--- config.mk ---
export PLATFORM = sky130hd
export DESIGN_NAME = input_change_irq
export DESIGN_NICKNAME = d
export VERILOG_FILES = /design/src/rtl/ici_pkg.sv /design/src/rtl/ici_datapath.sv /design/src/rtl/ici_control.sv /design/src/rtl/input_change_irq.sv
export SDC_FILE = /design/constraint.sdc
export NUM_CORES = 1
export LEC_CHECK = 0
export BUFFER_PORTS_ARGS = -buffer_cell sky130_fd_sc_hd__buf_2
export CORE_AREA = 8 8 49 51
export DETAILED_ROUTE_END_ITERATION = 10
export DIE_AREA = 0 0 57 59
export HOLD_SLACK_MARGIN = 0.02
export PLACE_DENSITY = 0.7
export SLEW_MARGIN = 15
export SYNTH_ARGS = -nofsm -noshare
export SYNTH_HDL_FRONTEND = slang
export SYNTH_HIERARCHICAL = 1
export SYNTH_SLANG_ARGS = --single-unit
export TNS_END_PERCENT = 10
--- constraint.sdc ---
create_clock -name clk -period 1.5 [get_ports clk]
set_input_delay 0.075 -clock clk [delete_from_list [all_inputs] [get_ports clk]]
set_output_delay 0.075 -clock clk [all_outputs]
set_load 0.005 [all_outputs]
--- src/rtl/ici_pkg.sv ---
package ici_pkg;

  // strobes from control to datapath
  typedef struct packed {
    logic capture;
    logic cntInc;
    logic cntClr;
  } ctlStrobe_t;

  // status from datapath to control
  typedef struct packed {
    logic mismatch;
    logic hitRise;
    logic hitFall;
  } dpStatus_t;

  typedef enum logic {
    S_QUIET  = 1'b0,
    S_RAISED = 1'b1
  } irqState_t;

endpackage

--- src/rtl/ici_datapath.sv ---
module ici_datapath
  import ici_pkg::*;
#(
  parameter int WIDTH       = 8,
  parameter int RISE_CYCLES = 4,
  parameter int FALL_CYCLES = 4
) (
  input  logic             clk,
  input  logic             rst_n,
  input  logic [WIDTH-1:0] pinLevel,
  input  logic [WIDTH-1:0] dirIsInput,
  input  ctlStrobe_t       strobe,
  output dpStatus_t        status,
  output logic [WIDTH-1:0] snapshot
);

  localparam int MAX_DLY = (RISE_CYCLES > FALL_CYCLES) ? RISE_CYCLES : FALL_CYCLES;
  localparam int CNT_W   = $clog2(MAX_DLY + 1);
  localparam logic [CNT_W-1:0] RISE_LAST = CNT_W'(RISE_CYCLES - 1);
  localparam logic [CNT_W-1:0] FALL_LAST = CNT_W'(FALL_CYCLES - 1);

  logic [WIDTH-1:0] bitArmed;
  logic [CNT_W-1:0] dwellCnt;

  // snapshot of raw pin levels, refreshed on each port read
  always_ff @(posedge clk or negedge rst_n) begin
    if (!rst_n) begin
      snapshot <= '1;
    end else if (strobe.capture) begin
      snapshot <= pinLevel;
    end
  end

  // per-pin compare, masked by direction
  for (genvar gi = 0; gi < WIDTH; gi++) begin : g_cmp
    assign bitArmed[gi] = dirIsInput[gi] & (pinLevel[gi] ^ snapshot[gi]);
  end

  // dwell counter shared by assert and deassert filters
  always_ff @(posedge clk or negedge rst_n) begin
    if (!rst_n) begin
      dwellCnt <= '0;
    end else if (strobe.cntClr) begin
      dwellCnt <= '0;
    end else if (strobe.cntInc) begin
      dwellCnt <= dwellCnt + 1'b1;
    end
  end

  always_comb begin
    status.mismatch = |bitArmed;
    status.hitRise  = (dwellCnt == RISE_LAST);
    status.hitFall  = (dwellCnt == FALL_LAST);
  end

endmodule

--- src/rtl/ici_control.sv ---
module ici_control
  import ici_pkg::*;
(
  input  logic       clk,
  input  logic       rst_n,
  input  logic       readStrobe,
  input  dpStatus_t  status,
  output ctlStrobe_t strobe,
  output logic       irqActive
);

  irqState_t state, stateNext;

  always_ff @(posedge clk or negedge rst_n) begin
    if (!rst_n) begin
      state <= S_QUIET;
    end else begin
      state <= stateNext;
    end
  end

  always_comb begin
    stateNext      = state;
    strobe.capture = readStrobe;
    strobe.cntInc  = 1'b0;
    strobe.cntClr  = 1'b0;
    unique case (state)
      S_QUIET: begin
        if (!status.mismatch) begin
          strobe.cntClr = 1'b1;
        end else if (status.hitRise) begin
          strobe.cntClr = 1'b1;
          stateNext     = S_RAISED;
        end else begin
          strobe.cntInc = 1'b1;
        end
      end
      S_RAISED: begin
        if (status.mismatch) begin
          strobe.cntClr = 1'b1;
        end else if (status.hitFall) begin
          strobe.cntClr = 1'b1;
          stateNext     = S_QUIET;
        end else begin
          strobe.cntInc = 1'b1;
        end
      end
      default: stateNext = S_QUIET;
    endcase
  end

  assign irqActive = (state == S_RAISED);

endmodule

--- src/rtl/input_change_irq.sv ---
module input_change_irq
  import ici_pkg::*;
#(
  parameter int WIDTH       = 8,
  parameter int RISE_CYCLES = 4,
  parameter int FALL_CYCLES = 4
) (
  input  logic             clk,
  input  logic             rst_n,
  input  logic [WIDTH-1:0] pinLevel,
  input  logic [WIDTH-1:0] dirIsInput,
  input  logic             readStrobe,
  output logic [WIDTH-1:0] capturedLevels,
  output logic             irqPullDown
);

  ctlStrobe_t ctlStrobe;
  dpStatus_t  dpStatus;

  ici_datapath #(
    .WIDTH      (WIDTH),
    .RISE_CYCLES(RISE_CYCLES),
    .FALL_CYCLES(FALL_CYCLES)
  ) u_dp (
    .clk       (clk),
    .rst_n     (rst_n),
    .pinLevel  (pinLevel),
    .dirIsInput(dirIsInput),
    .strobe    (ctlStrobe),
    .status    (dpStatus),
    .snapshot  (capturedLevels)
  );

  ici_control u_ctl (
    .clk       (clk),
    .rst_n     (rst_n),
    .readStrobe(readStrobe),
    .status    (dpStatus),
    .strobe    (ctlStrobe),
    .irqActive (irqPullDown)
  );

endmodule

==> impl_metrics.csv, run 1 <==
group,metric,value,unit
clock_network,root_buffer,"clkbuf_4",
finish,fin_util,54.8,%
worst_setup_path,critPathKind,"register to register",
placement,dp_hpwl,1270,µm
yosys,synth_compound_area_share,10.0,%
timing,timing_hold_violations_final,0,
timing,period_needed,1.70,ns
die,start_util,38.6,%
pwr,p_sw,341,µW
grt,grt_pass1_wl,2330,µm
clock_network,cts_tree,"built",
worst_setup_path,reg2reg_slack,-0.20,ns
yosys,synth_fa_ha_area_share,3.93,%
clock_network,cts_setup_buffers,0,
route,drt_wl_total,1470,µm
finish,design_area,905,µm²
route,route.vias.total,525,
pwr,vdd_drop_max,0.000821,V
die,num_io_pins,28,
hold_path,min_path_cells,2,
route,drtIter0Drc,7,
worst_setup_path,path_cells,"xor2_1 > a22oi_1 > nand4_1 > buf_4 > a22o_4 > mux2i_1 > nor2_1",
pwr,combPwrFrac,38.1,%
outcome,violations,"negative setup slack",
worst_setup_path,crit_buf_inv,1,
worst_setup_path,cp_slowest_stage_delay,0.56,ns
yosys,synth_xor_area_share,12.4,%
route,dr_wl_met3,104,µm
worst_setup_path,rr_worst_depth,7,
yosys,ys_warn_count,6,
timing,setup_violations,3,
route,viasPerCell,4.86,
timing,timing.final.crit_share,113,%
placement,post-place-cells,103,
route,ant_nets,0,
pwr,leakagePower,0.000458,µW
yosys,synth-simple-area-share,3.93,%
yosys,ys_seq_elements,12,
die,die_area,3360,µm²
route,routed.top_layer,"met4",
timing,tightest_slew,0.305,ns
hold_path,whs_endpoint,"u_dp/snapshot[1]",
yosys,synth_nets,73,
grt,grt_max_degree,13,
route,drt_pass1_iterations,2,
finish,fin_nets,113,
clock_network,cts_buffers,3,
job,max_cap_violations,0,
worst_setup_path,crit_required,1.65,ns
placement,placed_cell_area,842,µm²
hold_path,hold_start,"pinLevel[1]",
timing,max_freq,0.588,GHz
yosys,synth_cells,52,
grt,first_global_vias,520,
grt,grt_overflow_total,0,
finish,final_cells,108,
worst_setup_path,timing.rr.start,"u_dp/snapshot[7]",
worst_setup_path,crit_arrival,1.85,ns
worst_setup_path,crit_fanout,4,
clock_network,clk_pin_slew,0.07,ns
finish,drive_gt1_share,64.8,%
timing,rsz0062_at_grt,"yes",
die,num_rows,15,
route,m1WireLength,573,µm
clock_network,clk_path_buf_depth,2,
timing,relSlewSlack,79.6,%
die,die_w,57,µm
route,met2_wirelength,767,µm
worst_setup_path,critPathTopFamily,"flip-flops",
worst_setup_path,timing.rr.end,"u_dp/dwellCnt[1]",
yosys,synth_top_family_by_area,"multiplexers",
grt,grt_usage,9.11,%
worst_setup_path,start_kind,"register",
finish,areaGrowthSynthToFinish,42.0,%
clock_network,clk_latency,0.26,ns
worst_setup_path,crit_path_top_delay_cell,"dfstp_2",
clock_network,cts.sinks,12,
yosys,syn_area_per_cell,12.2,µm²
clock_network,htreeDepth,1,
die,coreArea,1650,µm²
placement,portBuffers,27,
pwr,swShare,29.8,%
hold_path,hold_class,"primary input to register",
yosys,yosysUniqueCellTypes,16,
route,post-route-drc-count,0,
pwr,pwr-share-clk,21.6,%
placement,place_congestion,0.658,
route,post_drt_wl_per_cell,13.6,µm
pwr,seqPwrFrac,40.3,%
yosys,syn_area,637,µm²
grt,antenna_found_initial,0,
outcome,status,"complete, but fails checks",
pwr,p_int,804,µW
pwr,cellPowerDensity,1270,nW/µm²
worst_setup_path,endpoint_kind,"register",
placement,dp_worst_setup_slack,-0.218,ns
timing,fin_worst_skew,0.000152,ns
die,die_h,59,µm
yosys,yosys-mux-area-fraction,15.7,%
finish,diodes,0,
timing,postLayoutSetupSlackWorst,-0.201,ns
yosys,ys_seq_area_share,48.7,%
timing,slew_viol_final,0,
## placed cells by master (no fill, tap or decap)
master         Yosys  layout
nor2_1             5       5
nand4_1            1       1
inv_1              2       2
buf_4              2      10
mux2_2             8       8
dfstp_2            8       8
xnor2_2            0       1
ha_1               2       2
a211oi_1           1       1
a22oi_1            5       5
clkbuf_8           0       1
clkbuf_4           0       3
mux2i_1            1       1
a22o_4             0       1
xor2_1             8       8
dfrtp_1            4       4
dlygate4sd3_1      0       1
a21oi_1            2       2
buf_2              0      27
## registers in the layout (all words and copies together), names as in the netlist
name             count
u_ctl/irqActive      1
u_dp/dwellCnt        3
u_dp/snapshot        8
## cell type report
| class | count | area [µm²] |
|---|---|---|
| Fill cell | 161 | 747 |
| Sequential cell | 12 | 310 |
| Multi-Input combinational cell | 35 | 309 |
| Timing Repair Buffer | 38 | 220 |
| Clock buffer | 4 | 36.3 |
| Tap cell | 17 | 21.3 |
| Inverter | 2 | 7.51 |
## cell families (layout without fill, tap and decap cells)
family / after synthesis / in the layout
AO/OA/AOI/OAI: 9 / 9
multiplexers: 9 / 9
XOR/XNOR: 9 / 9
flip-flops: 12 / 12
adder cells (fa/ha/maj): 2 / 2
AND/OR/NAND/NOR: 6 / 6
buffers and inverters: 5 / 44
## cell usage after synthesis
cell      count  area share, %
a211oi_1      1            1.2
a21oi_1       2            1.6
a22o_1        1            1.4
a22oi_1       5            5.9
buf_4         2            2.4
buf_6         1            1.8
dfrtp_1       4             16
dfstp_2       8             33
ha_1          2            3.9
inv_1         2            1.2
mux2_2        8             14
mux2i_1       1            1.6
nand4_1       1           0.98
nor2_1        5            2.9
xnor2_1       1            1.4
xor2_1        8             11
## timing repair
item | 4_1_cts | 5_1_grt
hold buffers | 1 | 0
endpoints found under the setup margin | 3 | 4
hold endpoints to repair | 12 | 0
resized for setup | 1 | 1
pin swaps | 1 | 0
## power groups by stage
stage | clock network [µW] | logic [µW] | registers, µW
2_1_floorplan | 0 | 230 | 464
3_3_place_gp | 0 | 375 | 462
3_5_place_dp | 0 | 392 | 466
4_1_cts | 262 | 419 | 463
5_1_grt | 282 | 476 | 471
6_report | 247 | 436 | 462
## through the flow
stage / hold WS, ns / total power, µW / TNS (ns)
after floorplan: -0.221 / 694 / -0.393
after detailed placement: -0.0325 / 858 / -0.632
after global placement: -0.0334 / 837 / -0.495
final: 0.0646 / 1150 / -0.572
after CTS: 0.0529 / 1140 / -0.612
after global routing: 0.0422 / 1230 / -0.999
## metal layers
metal / vias to the layer above / GRT usage (%)
met1: 246 / 8.67
met2: 15 / 15.5
met4: 0 / 4.03
li1: 262 / -
met5: - / 0
met3: 2 / 5.36
## how the worst max path moves through the flow
stage                                  end              from  cells past startpoint
after floorplan           u_dp/dwellCnt[1]  u_dp/snapshot[3]                      7
after global placement    u_dp/dwellCnt[1]  u_dp/snapshot[7]                      7
after detailed placement  u_dp/dwellCnt[1]  u_dp/snapshot[7]                      7
after CTS                 u_dp/dwellCnt[1]  u_dp/snapshot[7]                      7
after global routing      u_dp/dwellCnt[2]  u_dp/snapshot[7]                      7
final                     u_dp/dwellCnt[1]  u_dp/snapshot[7]                      7
(Power assumes the default switching activity.)
==> inputs of run 2 (changes only) <==
--- a/config.mk
+++ b/config.mk
@@ -5,7 +5,7 @@
 export SDC_FILE = /design/constraint.sdc
 export NUM_CORES = 1
 export LEC_CHECK = 0
-export BUFFER_PORTS_ARGS = -buffer_cell sky130_fd_sc_hd__buf_2
+export BUFFER_PORTS_ARGS = -buffer_cell sky130_fd_sc_hd__buf_4
 export CORE_AREA = 8 8 49 51
 export DETAILED_ROUTE_END_ITERATION = 10
 export DIE_AREA = 0 0 57 59
==> run 2 against run 1 <==
  * The flow still finishes with violations (negative setup slack)
  * Die area did not move
  * Clock skew up 0.010 ns
  * Global-route usage is 0.79 points higher
  * Register-to-register slack gained 0.02 ns
  * Critical path depth is the same
==> impl_metrics.csv, run 2 (synthesis results as in run 1) <==
group,metric,value,unit
outcome,status,"complete, but fails checks",
outcome,violations,"negative setup slack",
grt,antenna_found_initial,0,
die,coreArea,1650,µm²
worst_setup_path,endpoint_kind,"register",
clock_network,clk_path_buf_depth,2,
clock_network,clk_pin_slew,0.08,ns
worst_setup_path,path_cells,"xor2_1 > a22oi_1 > nand4_1 > buf_4 > a22o_4 > mux2i_1 > nor2_1",
timing,slew_viol_final,0,
grt,grt_overflow_total,0,
die,die_area,3360,µm²
worst_setup_path,crit_required,1.66,ns
worst_setup_path,critPathTopFamily,"flip-flops",
finish,multi_input_area,302,µm²
grt,grt_pass1_wl,2620,µm
finish,layout_common_cells,"buf_4 (39), xor2_1 (8), mux2_2 (8), dfstp_2 (8)",
timing,postLayoutSetupSlackWorst,-0.185,ns
route,ant_nets,0,
route,route.vias.total,528,
timing,setup_violations,4,
grt,grt_usage,9.90,%
grt,grt_max_degree,13,
route,post-route-drc-count,0,
pwr,vdd_drop_max,0.000685,V
worst_setup_path,critPathKind,"register to register",
timing,timing_hold_violations_final,0,
worst_setup_path,cp_slowest_stage_delay,0.54,ns
grt,first_global_vias,589,
finish,fin_util,58.7,%
die,die_h,59,µm
clock_network,clk_latency,0.27,ns
finish,largest_register,"u_dp/snapshot",
hold_path,hold_class,"primary input to register",
job,max_cap_violations,0,
worst_setup_path,crit_arrival,1.84,ns
finish,fin_nets,115,
timing,period_needed,1.68,ns
route,post_drt_wl_per_cell,14.0,µm
timing,tightest_slew,0.250,ns
clock_network,root_buffer,"clkbuf_4",
clock_network,htreeDepth,1,
finish,fill_cells,156,
finish,areaGrowthSynthToFinish,52.3,%
worst_setup_path,crit_buf_inv,1,
route,drtIter0Drc,4,
finish,final_common_cell,"buf_4",
route,drt_pass1_iterations,2,
die,die_w,57,µm
worst_setup_path,crit_fanout,4,
finish,drive_gt1_share,63.4,%
clock_network,cts_tree,"built",
die,start_util,38.6,%
pwr,power,1110,µW
timing,max_freq,0.594,GHz
die,num_io_pins,28,
placement,place_congestion,0.650,
route,drt_wl_total,1540,µm
pwr,cellPowerDensity,1150,nW/µm²
worst_setup_path,start_kind,"register",
finish,largest_reg_flops,8,
timing,timing.final.crit_share,112,%
timing,rsz0062_at_grt,"yes",
route,viasPerCell,4.80,
finish,regArea,310,µm²
worst_setup_path,crit_path_top_delay_cell,"dfstp_2",
clock_network,cts_buffers,3,
timing,relSlewSlack,83.3,%
finish,diodes,0,
pwr,leakagePower,0.000479,µW
timing,fin_worst_skew,0.0106,ns
placement,portBuffers,27,
die,num_rows,15,
clock_network,cts.sinks,12,
placement,dp_hpwl,1280,µm
run 2: stage by stage:
step                setup WS (ns)  setup TNS [ns]  instance area [µm²]  cells  hold slack [ns]
floorplan                  -0.158          -0.393                  637     52           -0.221
CTS                        -0.214          -0.676                  970    110           0.0402
global placement           -0.181          -0.508                  917    104          -0.0748
finish                     -0.185          -0.556                  970    110           0.0462
global route               -0.288          -0.970                  970    110           0.0326
detailed placement         -0.227          -0.651                  917    104          -0.0750
run 2: final timing paths:
kind,from,endpoint,slack (ns),cells past startpoint
setup / recovery,u_dp/snapshot[2],u_dp/dwellCnt[1],-0.18,7
setup reg to reg,u_dp/snapshot[2],u_dp/dwellCnt[1],-0.18,7
min in group asynchronous,rst_n,u_dp/dwellCnt[1],0.19,2
hold / removal,pinLevel[1],u_dp/snapshot[1],0.05,2
max in group asynchronous,rst_n,u_dp/snapshot[3],1.07,2
hold reg to reg,u_dp/dwellCnt[1],u_dp/dwellCnt[1],0.55,2
run 2: report_power, final:
group,switching [µW],leakage (µW),internal [µW]
logic,175,0.000329,270
clock network,103,0.0000150,103
registers,51.5,0.000136,408
total,330,0.000479,781
run 2: final cells by class:
| class | count | area share, % |
|---|---|---|
| sequential | 12 | 32.0 |
| timing repair buffer | 40 | 31.2 |
| multi-input combinational | 35 | 31.1 |
| clock buffer | 4 | 2.71 |
| tap | 17 | 2.19 |
| inverter | 2 | 0.774 |
run 2: per-layer routing:
layer / track usage (%) / vias up / routed length, µm
li1: - / 266 / -
met1: 9.66 / 245 / 579
met2: 17.7 / 15 / 841
met3: 5.15 / 2 / 104
met4: 3.02 / 0 / 19
met5: 0 / - / 0
run 2: what timing repair did:
| action | in CTS | in global routing |
|---|---|---|
| hold endpoints to repair | 12 | 0 |
| hold buffers | 1 | 0 |
| gates resized for setup | 1 | 0 |
| buffers inserted | 1 | 0 |
| pin swaps | 2 | 1 |
| setup endpoints to repair | 3 | 4 |
